### config.mk
export PLATFORM = sky130hd
export DESIGN_NAME = statusFlagReg
export DESIGN_NICKNAME = d
export VERILOG_FILES = /design/src/rtl/statusFlagPkg.sv /design/src/rtl/statusFlagCtrl.sv /design/src/rtl/statusFlagData.sv /design/src/rtl/statusFlagReg.sv
export SDC_FILE = /design/constraint.sdc
export NUM_CORES = 1
export LEC_CHECK = 0
export CORE_ASPECT_RATIO = 0.6
export CORE_UTILIZATION = 39
export CTS_CLUSTER_DIAMETER = 50
export DETAILED_ROUTE_END_ITERATION = 6
export HOLD_SLACK_MARGIN = 0.08
export PLACE_DENSITY = 0.74
export SYNTH_ARGS = -nofsm -noshare
export SYNTH_HDL_FRONTEND = slang
export SYNTH_SLANG_ARGS = --single-unit
export TNS_END_PERCENT = 10
### constraint.sdc
create_clock -name clk -period 1.2 [get_ports clk]
set_input_delay 0.24 -clock clk [delete_from_list [all_inputs] [get_ports clk]]
set_output_delay 0.24 -clock clk [all_outputs]
set_load 0.02 [all_outputs]
### src/rtl/statusFlagPkg.sv
package statusFlagPkg;

  localparam int STATUS_W = 8;

  // Bit positions; the host decodes the byte, so these are fixed.
  localparam int BIT_HWRST  = 7;
  localparam int BIT_USBRST = 6;
  localparam int BIT_ACT    = 5;
  localparam int BIT_RESUME = 4;
  localparam int BIT_IN12   = 3;
  localparam int BIT_IN0    = 2;
  localparam int BIT_OUT    = 1;
  localparam int BIT_WAKE   = 0;

  typedef struct packed {
    logic loadNow;     // read: capture and read-clear on this edge
    logic selRise;
    logic selFall;
    logic usbRstRise;
    logic selLevel;
    logic wakeLevel;
  } ctrlStrobes_t;

endpackage

### src/rtl/statusFlagCtrl.sv
module statusFlagCtrl
  import statusFlagPkg::*;
#(
  parameter int SYNC_STAGES = 2
) (
  input  logic         clk,
  input  logic         rstN,
  input  logic         wakePin,
  input  logic         serSelect,
  input  logic         serData,
  input  logic         usbResetLvl,
  output ctrlStrobes_t str
);

  localparam int N_ASYNC = 3;
  localparam int IDX_WAKE = 0;
  localparam int IDX_SEL  = 1;
  localparam int IDX_SDI  = 2;

  logic [N_ASYNC-1:0] asyncIn;
  logic [N_ASYNC-1:0] syncOut;

  assign asyncIn = {serData, serSelect, wakePin};

  genvar g;
  for (g = 0; g < N_ASYNC; g++) begin : g_sync
    logic [SYNC_STAGES-1:0] stage;
    always_ff @(posedge clk or negedge rstN) begin
      if (!rstN) stage <= '0;
      else       stage <= {stage[SYNC_STAGES-2:0], asyncIn[g]};
    end
    assign syncOut[g] = stage[SYNC_STAGES-1];
  end

  logic selPrev;
  logic sdiPrev;
  logic usbPrev;

  always_ff @(posedge clk or negedge rstN) begin
    if (!rstN) begin
      selPrev <= 1'b0;
      sdiPrev <= 1'b0;
      usbPrev <= 1'b0;
    end else begin
      selPrev <= syncOut[IDX_SEL];
      sdiPrev <= syncOut[IDX_SDI];
      usbPrev <= usbResetLvl;
    end
  end

  always_comb begin
    str.selLevel   = syncOut[IDX_SEL];
    str.wakeLevel  = syncOut[IDX_WAKE];
    str.selRise    = syncOut[IDX_SEL] & ~selPrev;
    str.selFall    = ~syncOut[IDX_SEL] & selPrev;
    str.loadNow    = sdiPrev & ~syncOut[IDX_SDI] & ~syncOut[IDX_SEL];
    str.usbRstRise = usbResetLvl & ~usbPrev;
  end

  // a read is recognised only while select is low.
  a_r2_load_needs_sel_low: assert property (@(posedge clk) disable iff (!rstN)
    str.loadNow |-> !str.selLevel);

endmodule

### src/rtl/statusFlagData.sv
module statusFlagData
  import statusFlagPkg::*;
(
  input  logic                clk,
  input  logic                rstN,
  input  ctrlStrobes_t        str,
  input  logic                usbResetLvl,
  input  logic                busActive,
  input  logic                resumeLvl,
  input  logic                inDoneEp12,
  input  logic                inDoneEp0,
  input  logic                outDone,
  output logic [STATUS_W-1:0] statusByte,
  output logic [STATUS_W-1:0] shiftByte,
  output logic                ep0EnPulse,
  output logic                cfgClear,
  output logic                wakeIntN
);

  logic hwRstF, usbRstF, actF, resF, in12F, in0F, outF;
  logic usbRstNext;

  assign usbRstNext = usbResetLvl | (usbRstF & ~str.loadNow);

  always_ff @(posedge clk or negedge rstN) begin
    if (!rstN) begin
      hwRstF     <= 1'b1;
      usbRstF    <= 1'b0;
      actF       <= 1'b0;
      resF       <= 1'b0;
      in12F      <= 1'b0;
      in0F       <= 1'b0;
      outF       <= 1'b0;
      shiftByte  <= '0;
      ep0EnPulse <= 1'b0;
    end else begin
      // capture uses the value before this edge's clears.
      if (str.loadNow) shiftByte <= statusByte;
      hwRstF     <= hwRstF & ~str.loadNow & ~str.usbRstRise;
      usbRstF    <= usbRstNext;
      ep0EnPulse <= usbRstF & ~usbRstNext;
      actF       <= busActive | (actF & ~str.loadNow);
      resF       <= resumeLvl;
      in12F      <= inDoneEp12 | (in12F & ~str.selFall);
      in0F       <= inDoneEp0  | (in0F  & ~str.selFall);
      outF       <= outDone    | (outF  & ~str.selRise);
    end
  end

  always_comb begin
    statusByte             = '0;
    statusByte[BIT_HWRST]  = hwRstF;
    statusByte[BIT_USBRST] = usbRstF;
    statusByte[BIT_ACT]    = actF;
    statusByte[BIT_RESUME] = resF;
    statusByte[BIT_IN12]   = in12F;
    statusByte[BIT_IN0]    = in0F;
    statusByte[BIT_OUT]    = outF;
    statusByte[BIT_WAKE]   = ~str.wakeLevel;
  end

  assign cfgClear = actF | resF;
  assign wakeIntN = str.selLevel ? statusByte[BIT_WAKE] : 1'b1;

  a_r3_hwrst_never_sets: assert property (@(posedge clk) disable iff (!rstN)
    !statusByte[BIT_HWRST] |=> !statusByte[BIT_HWRST]);

  a_r4_usbrst_level_sets: assert property (@(posedge clk) disable iff (!rstN)
    usbResetLvl |=> statusByte[BIT_USBRST]);

  a_r5_pulse_on_fall: assert property (@(posedge clk) disable iff (!rstN)
    ep0EnPulse |-> (!statusByte[BIT_USBRST] && $past(statusByte[BIT_USBRST])));

  a_r6_set_wins: assert property (@(posedge clk) disable iff (!rstN)
    busActive |=> statusByte[BIT_ACT]);

  a_r9_in_holds: assert property (@(posedge clk) disable iff (!rstN)
    (statusByte[BIT_IN12] && !str.selFall) |=> statusByte[BIT_IN12]);

  a_r10_out_sets: assert property (@(posedge clk) disable iff (!rstN)
    outDone |=> statusByte[BIT_OUT]);

endmodule

### src/rtl/statusFlagReg.sv
module statusFlagReg
  import statusFlagPkg::*;
#(
  parameter int SYNC_STAGES = 2
) (
  input  logic       clk,
  input  logic       rstN,
  input  logic       wakePin,
  input  logic       serSelect,
  input  logic       serData,
  input  logic       usbResetLvl,
  input  logic       busActive,
  input  logic       resumeLvl,
  input  logic       inDoneEp12,
  input  logic       inDoneEp0,
  input  logic       outDone,
  output logic [7:0] statusByte,
  output logic [7:0] shiftByte,
  output logic       ep0EnPulse,
  output logic       cfgClear,
  output logic       wakeIntN
);

  ctrlStrobes_t str;

  statusFlagCtrl #(.SYNC_STAGES(SYNC_STAGES)) i_ctrl (
    .clk        (clk),
    .rstN       (rstN),
    .wakePin    (wakePin),
    .serSelect  (serSelect),
    .serData    (serData),
    .usbResetLvl(usbResetLvl),
    .str        (str)
  );

  statusFlagData i_data (
    .clk        (clk),
    .rstN       (rstN),
    .str        (str),
    .usbResetLvl(usbResetLvl),
    .busActive  (busActive),
    .resumeLvl  (resumeLvl),
    .inDoneEp12 (inDoneEp12),
    .inDoneEp0  (inDoneEp0),
    .outDone    (outDone),
    .statusByte (statusByte),
    .shiftByte  (shiftByte),
    .ep0EnPulse (ep0EnPulse),
    .cfgClear   (cfgClear),
    .wakeIntN   (wakeIntN)
  );

endmodule

==> impl_metrics.yaml <==
cells_and_area:
  drive_above_1_share: 0.456
  area_growth_syn_to_layout_pct: 35.3
  nets: 102
  n_antenna_cell: 0
  regArea_sq_um: 627
  fill_cells: 180
  multi_input_area_sq_um: 205
critical_path:
  r2r_cells: 2
  endpoint: "i_data.shiftByte[5]"
  cp-startpoint: "i_ctrl.g_sync[1].stage[1]"
  path_class: "reg -> reg"
  reg2reg_slack_ps: -140
  arrival_ps: 1490
  r2r_start: "i_ctrl.g_sync[1].stage[1]"
  critPathRequiredTime_ps: 1350
  reg2reg_to: "i_data.shiftByte[5]"
  crit_path_end_kind: "flip-flop"
  cp_max_fo: 12
  start_kind: "flip-flop"
pwr:
  p_clk_frac: 0.274
  power.switching_uw: 420
  p_per_area_nw_per_um2: 1410
  power_frac_comb: 0.177
  total_leakage_power_nw: 0.577
  vdd_drop_max_v: 0.000651
  intPower_mw: 1.30
  p_seq_frac: 0.549
  switching_share: 0.245
  totalPowerFinal_mw: 1.72
global_route:
  grt_pass1_wl_microns: 2320
  gr-total-overflow: 0
  antenna_found_initial: 0
  groute.usage.overall: 0.133
  grt_pass1_vias: 490
  grt_max_degree: 15
sta:
  rsz0062_at_grt: "true"
  max-slew-margin-rel: 0.822
  clock.fmax_mhz: 746
  whs_ps: 209
  finalWorstSetupSlack_ps: -140
  period_minus_slack_ps: 1340
  slew_violations: 0
  skew_ps: 2.82
  fin_crit_sh: 1.12
  tightest_slew_ps: 266
  setup_viol: 11
  hold_viol: 0
synth:
  syn-num-nets: 66
  synth_seq_cells: 25
  yosysUniqueCellTypes: 15
  ys_warn_count: 0
  syn-cell-area_sq_um: 900
  netlist_instances: 55
  synth_sequential_area_ratio: 0.697
  synth.avg_cell_area_sq_um: 16.4
die:
  initial_core_util: 0.416
  die-height_microns: 39.2
  die-area_sq_um: 2510
  die_w_microns: 64.0
  rows: 13
  core_area_sq_um: 2160
  top_level_ports: 30
route:
  wire_per_inst_microns: 12.1
  vias: 521
  wirelength_microns: 1450
  drc: 0
  drt_iter0_markers: 13
  ant_nets: 0
  via_per_inst: 4.34
  firstDrtPassIters: 3
place:
  place.gp.congestion: 0.665
  dpl.hpwl_microns: 1130
  port-buffer-count: 29
run_status:
  violations: "negative setup slack"
  status: "complete, but fails checks"
cts:
  cts.sinks: 25
  cts_buffers: 3
  htreeDepth: 1
  cts_root_buf: "clkbuf_8"
  hold_buffers: 0
  cts_tree: "done"
  clock_latency_ps: 260
  cts_buffer_depth: 2
  clk_pin_slew_worst_paths_ps: 80
flow_run:
  drv_cap: 0
min_path:
  hold_class: "in -> async"
[synth_stat cells]
cell,count,area [sq um]
a21o_1,5,37.5
and3_1,1,6.26
buf_4,7,52.6
buf_6,1,11.3
dfrtp_1,24,601
dfstp_2,1,26.3
inv_1,1,3.75
mux2_2,2,22.5
mux2_4,6,90.1
nand2_1,1,3.75
nand2b_1,2,12.5
nor3b_1,1,7.51
or2_2,1,6.26
or2b_1,1,7.51
or3b_4,1,11.3
[kinds of logic after synthesis]
kind of cell / after synthesis / synth area share
DFF: 25 / 0.697
muxes: 8 / 0.125
AOI/OAI and AO/OA: 5 / 0.0417
and+or+nand+nor: 8 / 0.0612
buffers and inverters: 9 / 0.0751
[critical path, cell delays in order (launching register included)]
cell     delay, ps
dfrtp_1        400
or3b_4         490
mux2_4         330
[layer usage]
metal	vias to the layer above	track usage	part of all wire
met4	0	0.0170	0
met2	23	0.215	0.46
met1	255	0.176	0.46
li1	243	-	-
met3	0	0.0500	0.078
met5	-	0	0
[cell type report]
class | instances | area share
clock buffer | 3 | 0.0339
tap | 30 | 0.0308
clock inverter | 1 | 0.00411
inverter | 1 | 0.00308
sequential | 25 | 0.515
timing repair buffer | 39 | 0.245
multi-input combinational | 21 | 0.169
[per-stage QoR]
| step | utilization | setup WS, ps | std cells | cell area (sq um) | TNS [ps] |
|---|---|---|---|---|---|
| 6_report | 0.563 | -140 | 120 | 1220 | -1170 |
| 5_1_grt | 0.563 | -176 | 120 | 1220 | -1640 |
| 4_1_cts | 0.578 | -150 | 120 | 1250 | -1290 |
| 3_5_place_dp | 0.573 | -216 | 116 | 1240 | -1700 |
| 3_3_place_gp | 0.573 | -208 | 116 | 1240 | -1450 |
| 2_1_floorplan | - | -131 | 55 | 900 | -796 |
[sequential cells by signal, indices dropped and copies added (netlist names)]
register             cells
i_data.shiftByte         8
i_ctrl.g_sync.stage      6
i_ctrl.sdiPrev           1
i_ctrl.selPrev           1
i_ctrl.usbPrev           1
i_data.actF              1
i_data.ep0EnPulse        1
i_data.hwRstF            1
i_data.in0F              1
i_data.in12F             1
i_data.outF              1
i_data.resF              1
i_data.usbRstF           1
[what timing repair did]
item | in CTS | in global routing
setup buffers | 0 | 0
resized for setup | 47 | 18
hold endpoints to repair | 0 | 0
endpoints found under the setup margin | 29 | 27
[power groups by stage]
stage / Combinational, mW / Clock (mW) / Sequential, mW
2_1_floorplan: 0.119 / 0 / 1.01
3_3_place_gp: 0.347 / 0 / 0.957
3_5_place_dp: 0.353 / 0 / 0.959
4_1_cts: 0.318 / 0.491 / 0.943
5_1_grt: 0.324 / 0.528 / 0.951
6_report: 0.304 / 0.471 / 0.943
[worst min path at each step]
| stage | slack [ps] | to | depth (start not counted) |
|---|---|---|---|
| 2_1_floorplan | -60 | i_ctrl.g_sync[0].stage[0] | 0 |
| 3_3_place_gp | 330 | i_ctrl.g_sync[0].stage[1] | 0 |
| 3_5_place_dp | 340 | i_ctrl.g_sync[0].stage[1] | 0 |
| 4_1_cts | 210 | i_ctrl.sdiPrev | 1 |
| 5_1_grt | 220 | i_data.shiftByte[7] | 1 |
| 6_report | 210 | i_ctrl.sdiPrev | 1 |
[cell usage in the layout (no fill, tap or decap), types with 2 or more instances in the layout]
cell type / n
nand2b_1: 2
buf_4: 10
buf_6: 2
buf_2: 5
clkbuf_2: 9
mux2_4: 6
clkdlybuf4s50_1: 10
mux2_2: 2
clkdlybuf4s15_1: 3
clkbuf_8: 3
a21o_1: 5
dfrtp_1: 24
Note: power is estimated with default switching activity, not from simulation.
